**config.mk**
```make
export PLATFORM = sky130hd
export DESIGN_NAME = branch_hint_table
export DESIGN_NICKNAME = d
export VERILOG_FILES = /design/src/rtl/bht_pkg.sv /design/src/rtl/bht_hist_bank.sv /design/src/rtl/bht_target_bank.sv /design/src/rtl/bht_read_port.sv /design/src/rtl/branch_hint_table.sv
export SDC_FILE = /design/constraint.sdc
export NUM_CORES = 1
export LEC_CHECK = 0
export BUFFER_PORTS_ARGS = -buffer_cell sky130_fd_sc_hd__buf_2
export CAP_MARGIN = 20
export CORE_ASPECT_RATIO = 2
export CORE_UTILIZATION = 35
export CTS_BUF_LIST = sky130_fd_sc_hd__clkbuf_4
export DETAILED_ROUTE_END_ITERATION = 10
export HOLD_SLACK_MARGIN = 0.08
export PLACE_DENSITY_LB_ADDON = 0.2
export SYNTH_ARGS = -nofsm -noshare
export SYNTH_HDL_FRONTEND = slang
export SYNTH_SLANG_ARGS = --single-unit
```
**constraint.sdc**
```tcl
create_clock -name clk -period 1.6 [get_ports clk]
set_input_delay 0.08 -clock clk [delete_from_list [all_inputs] [get_ports clk]]
set_output_delay 0.08 -clock clk [all_outputs]
set_load 0.03 [all_outputs]
```
**src/rtl/bht_pkg.sv**
```systemverilog
package bht_pkg;

   typedef logic [1:0] hist_t;

   localparam hist_t HIST_INIT = 2'b00;
   localparam hist_t HIST_MAX  = 2'b11;
   localparam hist_t HIST_MIN  = 2'b00;

   // Saturating step of a history counter for one resolved outcome.
   function automatic hist_t hist_step(input hist_t cur, input logic taken);
      hist_t nxt;
      if (taken) begin
         nxt = (cur == HIST_MAX) ? HIST_MAX : cur + 2'd1;
      end else begin
         nxt = (cur == HIST_MIN) ? HIST_MIN : cur - 2'd1;
      end
      return nxt;
   endfunction

   // Upper half of the counter range predicts taken.
   function automatic logic hist_says_taken(input hist_t cur);
      return cur[1];
   endfunction

endpackage

```
**src/rtl/bht_hist_bank.sv**
```systemverilog
module bht_hist_bank
   import bht_pkg::*;
#(
   parameter int DEPTH = 16,
   localparam int IDX_W = $clog2(DEPTH)
)(
   input  logic               clk,
   input  logic               rst_n,
   input  logic               wr_en,
   input  logic [IDX_W-1:0]   wr_idx,
   input  logic               wr_taken,
   output logic [DEPTH*2-1:0] hist_flat
);

   generate
      for (genvar g = 0; g < DEPTH; g++) begin : g_slot
         hist_t cnt_q;
         logic  sel;

         assign sel = wr_en && (wr_idx == IDX_W'(g));

         always_ff @(posedge clk or negedge rst_n) begin
            if (!rst_n) begin
               cnt_q <= HIST_INIT;
            end else if (sel) begin
               cnt_q <= hist_step(cnt_q, wr_taken);
            end
         end

         assign hist_flat[g*2 +: 2] = cnt_q;
      end
   endgenerate

endmodule

```
**src/rtl/bht_target_bank.sv**
```systemverilog
module bht_target_bank #(
   parameter int DEPTH  = 16,
   parameter int ADDR_W = 32,
   localparam int IDX_W = $clog2(DEPTH)
)(
   input  logic                    clk,
   input  logic                    rst_n,
   input  logic                    wr_en,
   input  logic [IDX_W-1:0]        wr_idx,
   input  logic [ADDR_W-1:0]       wr_data,
   output logic [DEPTH*ADDR_W-1:0] tgt_flat
);

   generate
      for (genvar g = 0; g < DEPTH; g++) begin : g_slot
         logic [ADDR_W-1:0] tgt_q;
         logic              sel;

         assign sel = wr_en && (wr_idx == IDX_W'(g));

         always_ff @(posedge clk or negedge rst_n) begin
            if (!rst_n) begin
               tgt_q <= '0;
            end else if (sel) begin
               tgt_q <= wr_data;
            end
         end

         assign tgt_flat[g*ADDR_W +: ADDR_W] = tgt_q;
      end
   endgenerate

endmodule

```
**src/rtl/bht_read_port.sv**
```systemverilog
module bht_read_port
   import bht_pkg::*;
#(
   parameter int DEPTH     = 16,
   parameter int ADDR_W    = 32,
   parameter int INDEX_LSB = 2,
   parameter int SEQ_STEP  = 4,
   localparam int IDX_W    = $clog2(DEPTH)
)(
   input  logic [ADDR_W-1:0]       pc,
   input  logic [DEPTH*2-1:0]      hist_flat,
   input  logic [DEPTH*ADDR_W-1:0] tgt_flat,
   output logic                    taken,
   output logic [ADDR_W-1:0]       target,
   output logic [ADDR_W-1:0]       next_pc
);

   logic [IDX_W-1:0]  rd_idx;
   hist_t             rd_hist;
   logic [ADDR_W-1:0] seq_pc;

   assign rd_idx  = pc[INDEX_LSB +: IDX_W];
   assign rd_hist = hist_flat[rd_idx*2 +: 2];
   assign target  = tgt_flat[rd_idx*ADDR_W +: ADDR_W];
   assign taken   = hist_says_taken(rd_hist);
   assign seq_pc  = pc + ADDR_W'(SEQ_STEP);

   always_comb begin
      if (taken) begin
         next_pc = target;
      end else begin
         next_pc = seq_pc;
      end
   end

endmodule

```
**src/rtl/branch_hint_table.sv**
```systemverilog
module branch_hint_table #(
   parameter int DEPTH     = 16,
   parameter int ADDR_W    = 32,
   parameter int INDEX_LSB = 2,
   parameter int SEQ_STEP  = 4,
   localparam int IDX_W    = $clog2(DEPTH)
)(
   input  logic              clk,
   input  logic              rst_n,
   input  logic [ADDR_W-1:0] lk_pc,
   output logic              lk_taken,
   output logic [ADDR_W-1:0] lk_target,
   output logic [ADDR_W-1:0] lk_next_pc,
   input  logic              up_valid,
   input  logic [IDX_W-1:0]  up_index,
   input  logic              up_taken,
   input  logic [ADDR_W-1:0] up_target
);

   initial begin
      if (DEPTH < 2 || (DEPTH & (DEPTH - 1)) != 0)
         $error("DEPTH must be a power of two of at least 2");
      if (ADDR_W < INDEX_LSB + IDX_W)
         $error("ADDR_W too small for the index field");
      if (SEQ_STEP < 1)
         $error("SEQ_STEP must be positive");
   end

   logic [DEPTH*2-1:0]      hist_flat;
   logic [DEPTH*ADDR_W-1:0] tgt_flat;
   logic                    tgt_wr;

   assign tgt_wr = up_valid && up_taken;

   bht_hist_bank #(
      .DEPTH (DEPTH)
   ) u_hist (
      .clk       (clk),
      .rst_n     (rst_n),
      .wr_en     (up_valid),
      .wr_idx    (up_index),
      .wr_taken  (up_taken),
      .hist_flat (hist_flat)
   );

   bht_target_bank #(
      .DEPTH  (DEPTH),
      .ADDR_W (ADDR_W)
   ) u_tgt (
      .clk      (clk),
      .rst_n    (rst_n),
      .wr_en    (tgt_wr),
      .wr_idx   (up_index),
      .wr_data  (up_target),
      .tgt_flat (tgt_flat)
   );

   bht_read_port #(
      .DEPTH     (DEPTH),
      .ADDR_W    (ADDR_W),
      .INDEX_LSB (INDEX_LSB),
      .SEQ_STEP  (SEQ_STEP)
   ) u_rd (
      .pc        (lk_pc),
      .hist_flat (hist_flat),
      .tgt_flat  (tgt_flat),
      .taken     (lk_taken),
      .target    (lk_target),
      .next_pc   (lk_next_pc)
   );

endmodule

```
* Word level (Yosys, flattened, before mapping)
Index checks and enable logic that the tools add are counted.
** Storage, ports and cells
- Bits in registers :: 544
- Bits of input ports :: 72
- Output and inout port bits :: 65
- Logic and storage cells :: 197
** Operators by class
- Add/sub/neg operators :: 33
- Equal/unequal tests :: 31
- Shift-type cells :: 2
- Mux-type cells :: 49
- Reductions and logical operators :: 50
** Operators with widths (count)
- indexed part select 512 x 10 -> 32 bit :: 1
- two-way mux 2 bit :: 48
- logical AND 1 bit :: 33
- adder 2 x 1 -> 2 bit (second input constant) :: 16
- adder 32 x 3 -> 32 bit (second input constant) :: 1
- == test 2 bit (second input constant) :: 16
- == test 4 bit (second input constant) :: 8
- zero test 2 bit :: 16
- two-way mux 32 bit :: 1
- indexed part select 32 x 6 -> 2 bit :: 1
- subtractor 2 x 1 -> 2 bit (second input constant) :: 16
- == test 4 x 3 -> 1 bit (second input constant) :: 4
- == test 4 x 2 -> 1 bit (second input constant) :: 2
- == test 4 x 1 -> 1 bit (second input constant) :: 1
- zero test 4 bit :: 1

* Depth between registers and ports, before layout
- Word-level depth :: 3
- Depth in mapped cells :: 8
- Mapped depth without buffers :: 6

* Hierarchy
A second synthesis with hierarchy kept.
** Unflattened totals
- Cells, all modules :: 1769
- Area total of the unflattened synthesis :: 25708.4 µm²
** By module, submodules not included
- bht_target_bank :: times used 1, cells each 1134, area an instance 19090.8 µm², sequential area each 12812.3 µm²
- bht_read_port :: times used 1, cells each 431, area an instance 4709.5 µm², sequential area each 0.0 µm²
- bht_hist_bank :: times used 1, cells each 203, area an instance 1901.8 µm², sequential area each 800.8 µm²
- branch_hint_table :: times used 1, cells each 1, area an instance 6.3 µm², sequential area each 0.0 µm²

* Worst setup path after synthesis
Ideal clock, no wire load.
- Kind :: flip-flop to output port
- Start point :: reg u_hist.g_slot[3].cnt_q[1]
- End point :: out lk_next_pc[2]
- Arrival :: 2.122 ns
- Data required time :: 1.520 ns
- Setup slack :: -0.602 ns
- Cell stages (with the launch flop) :: 6
- Path buffers :: 1
- Path through :: dfrtp_1 > mux4_2 > a22oi_1 > nand2_2 > buf_2 > o21ai_0
** On the way
- Longest elaborated chain between the ends :: 2
** Ends and longest elaborated chain
- start, declared :: RTL line bht_hist_bank.sv:17 : hist_t cnt_q;
- start signal, assigned :: RTL line bht_hist_bank.sv:26 : cnt_q <= hist_step(cnt_q, wr_taken);
- indexed part select 32 x 6 -> 2 bit :: RTL line bht_read_port.sv:23 : assign rd_hist = hist_flat[rd_idx*2 +: 2];
- named net lk_taken :: RTL line branch_hint_table.sv:11 : output logic lk_taken,
- two-way mux 32 bit :: RTL line bht_read_port.sv:29 : if (taken) begin
- end, declared :: RTL line branch_hint_table.sv:13 : output logic [ADDR_W-1:0] lk_next_pc,
The timed path passes the listed nets, and every way through them passes these cells.

* Final worst setup path
- Start point :: reg u_hist.g_slot[1].cnt_q[1]
- End point :: out lk_next_pc[3]
** On the way
- Longest elaborated chain between the ends :: 2
** Ends and longest elaborated chain (RTL line)
- start, declared :: bht_hist_bank.sv:17
- start signal, assigned :: bht_hist_bank.sv:26
- indexed part select 32 x 6 -> 2 bit :: bht_read_port.sv:23
- two-way mux 32 bit :: bht_read_port.sv:29
Every way passes these cells.

==> flow_summary.toml <==
[logic_synthesis]
syn-num-nets = 1821
ys_seq_area_share_pct = 53.5
ys_warn_count = 0
synth-seq-cells = 544
yosys.area.top_type = "dfrtp_1"
synth_cells = 1748
yosys.area.top_type_share_pct = 53.5
synth.cell_area_um2 = 25400
syn_area_per_cell_um2 = 14.6
synth.area.top_cells = "dfrtp_1 53%, mux2_2 23%, mux4_2 12%"
yosysUniqueCellTypes = 44

[worst_hold_path]
holdPathStages = 7
min_to = "u_tgt.g_slot[0].tgt_q[20]$_DFFE_PN0P_"
holdCritStartpoint = "up_index[3]"
hp-class = "in -> reg"

[detailed_routing]
detail_route.wl_per_cell_um = 24.3
detail_route.iter0.violations = 844
routed_wl_um = 77400
firstDrtPassIters = 8
viasPerCell = 5.38
drcViolationCount = 34
vias = 17200
ant_nets = 0

[global_routing]
grt_max_degree = 77
antenna_found_initial = 5
grt_pass1_wl_um = 117000
grt_overflow = 0
grt_pass1_vias = 19000
grtUsageTotal_pct = 21.7

[worst_setup_path]
path_max_fanout = 23
worstPathCellList = "mux4_2, a22oi_2, nand2_4, buf_12, mux2_4, buf_6"
r2r_slack_ps = 280
slowest_delay_ps = 470
critPathLaunchType = "register"
worstPathArrival_ps = 2790
slowest_stage = "mux4_2"
regToRegStartpoint = "u_tgt.g_slot[0].tgt_q[11]$_DFFE_PN0P_"
rr_worst_depth = 2
path_class = "reg -> out"
cp_data_required_time_ps = 1520
cp_num_buf_inv = 2
r2r-end = "u_tgt.g_slot[0].tgt_q[11]$_DFFE_PN0P_"
cp-end-kind = "primary output"
crit_family = "multiplexers"

[finish]
final_layout_size_suffix_gt1_share_pct = 61.9
finalNetCount = 2263
utilization_pct = 46.0
areaGrowthSynthToFinish_pct = 29.9

[run_status]
status = "finished with violations"
violations = "DRC, setup timing"

[clocking]
cts_buffers = 131
path_clk_slew_ps = 80
cts.sinks = 544
cts_tree = "done"
htree_levels = 4
clockBufferDepth = 3
cts-root-buf = "clkbuf_4"
clkLatencyLatePin_ps = 880

[timing]
clock.fmax_mhz = 349
final-hold-violation-count = 0
setup_viol = 67
finalClockSkew_ps = 12.1
period_share_pct = 179
tns_ps = -65230
holdWs_ps = 118
setup_ws_ps = -1270
max_slew_margin_pct = 42.2
tightest_slew_ps = 862
fin_crit_ps = 2870
grt_setup_unrepaired = "yes"
slew_viol_final = 0

[floorplanning]
core_um2 = 71800
start_util_pct = 35.4
die_area_um2 = 73900
die_width_um = 193
fp-row-count = 139
die_y_um = 383
io_pins = 137

[power_and_ir_drop]
ir_drop_uv = 565
leakage_uw = 0.0149
power_density_nw_per_um2 = 1170

[placement]
hpwl_um = 50300
io_buffers = 136
place.gp.congestion = 0.791

[run]
cap_violations = 0
==> power by group <==
| group | total (µW) | switching (µW) | internal (µW) |
|---|---|---|---|
| Clock | 11800 | 5630 | 6150 |
| Sequential | 17700 | 1340 | 16400 |
| Combinational | 9200 | 4000 | 5200 |
| Total | 38700 | 11000 | 27700 |
==> synth_stat cells, drive strengths merged <==
library cell and n:
dfrtp 544, mux2 515, mux4 132, nand2 102, buf 82, a22oi 66
o21ai 64, clkbuf 60, nor2 28, a21oi 27, nand3 25, xor2 22
nor3 11, nand4 10, inv 8, a221o 6, xnor2 6, and3 5
o31ai 5, nand2b 4, or2 4, nor2b 3, nor4 3, o221a 3
a211oi 2, nand3b 2, o41ai 2, and2 1, and3b 1, and4 1
clkinv 1, ha 1, o221ai 1, or3b 1
==> cell families after synthesis <==
family	share of synthesized area [%]
DFF	53.5
muxes	34.5
AOI/OAI and AO/OA	4.42
xor gates and xnor gates	0.964
adders and majority gates	0.0492
buffers and inverters	2.87
and+or+nand+nor	3.71
==> area by class of cell <==
cell class | count | area (µm²)
timing repair buffer | 451 | 4690
clock inverter | 26 | 251
antenna | 1 | 2.50
inverter | 9 | 33.8
tap | 916 | 1150
clock buffer | 187 | 1400
sequential | 544 | 13600
fill | 6466 | 38800
multi-input combinational | 1053 | 11900
==> worst max path at each step <==
stage,start,to,slack [ps],depth (start not counted)
after floorplan,u_hist.g_slot[11].cnt_q[1]$_DFFE_PN0P_,lk_next_pc[3],-160,5
after global placement,lk_pc[2],lk_next_pc[12],-450,9
after detailed placement,lk_pc[2],lk_next_pc[3],-440,8
after CTS,u_hist.g_slot[3].cnt_q[1]$_DFFE_PN0P_,lk_next_pc[3],-1360,6
after global routing,u_hist.g_slot[1].cnt_q[1]$_DFFE_PN0P_,lk_next_pc[3],-1380,6
final,u_hist.g_slot[1].cnt_q[1]$_DFFE_PN0P_,lk_next_pc[3],-1270,6
==> placed cells by master, fill, tap and decap left out, types with 4 or more instances in the layout <==
master           n
and3_1           5
inv_1            8
nand3_1         25
a21oi_1         27
o31ai_1          5
buf_2           70
buf_12          68
nand2_2         46
nand2_1         47
nand2_4          9
nor3_1          10
o21ai_0         35
xnor2_1          6
o21ai_4         21
a221o_1          6
bufinv_16        5
dlygate4sd3_1   59
buf_4          151
a22oi_2         65
mux2_4           4
or2_2            4
nand2b_1         4
mux2_2         511
nor2_1          23
nor2_4           4
o21ai_2          8
clkbuf_4       187
nand4_1         10
mux4_2         132
buf_16           6
dfrtp_1        544
clkinv_1        13
buf_6           91
xor2_1          22
==> metal layers <==
layer  vias to the layer above  wire length [µm]  global-route usage (%)
li1                       7452                 -                       -
met3                       142              3130                    3.96
met5                         -                39                       0
met2                       443             41500                    38.8
met4                         6              2290                    8.01
met1                      9112             30400                    25.6
==> per-stage QoR <==
stage | instances | total power (µW) | setup slack, ps | cell area, µm²
3_5_place_dp | 2894 | 26000 | -437 | 29700
6_report | 3187 | 38700 | -1270 | 33100
5_1_grt | 3187 | 40700 | -1380 | 33100
2_1_floorplan | 1748 | 23000 | -161 | 25900
3_3_place_gp | 2894 | 25600 | -449 | 29700
4_1_cts | 3177 | 39200 | -1360 | 32900
==> worst min-delay path, cell delays in order <==
cell and delay, ps:
buf_2 80, or3b_1 110, buf_4 130, nor3_4 40, nand2_2 110, buf_12 170, mux2_2 170
==> repair_timing <==
item	4_1_cts	5_1_grt
gates cloned	4	0
hold buffers	62	4
pin swaps	76	17
buffers inserted	4	8
setup endpoints to repair	65	124
resized for setup	224	20
endpoints found under the hold margin	1088	14
==> registers in the layout, indices dropped and copies added (netlist names) <==
| signal | flops |
|---|---|
| u_tgt.g_slot.tgt_q | 512 |
| u_hist.g_slot.cnt_q | 32 |
Power figures use the tool's default switching activity.
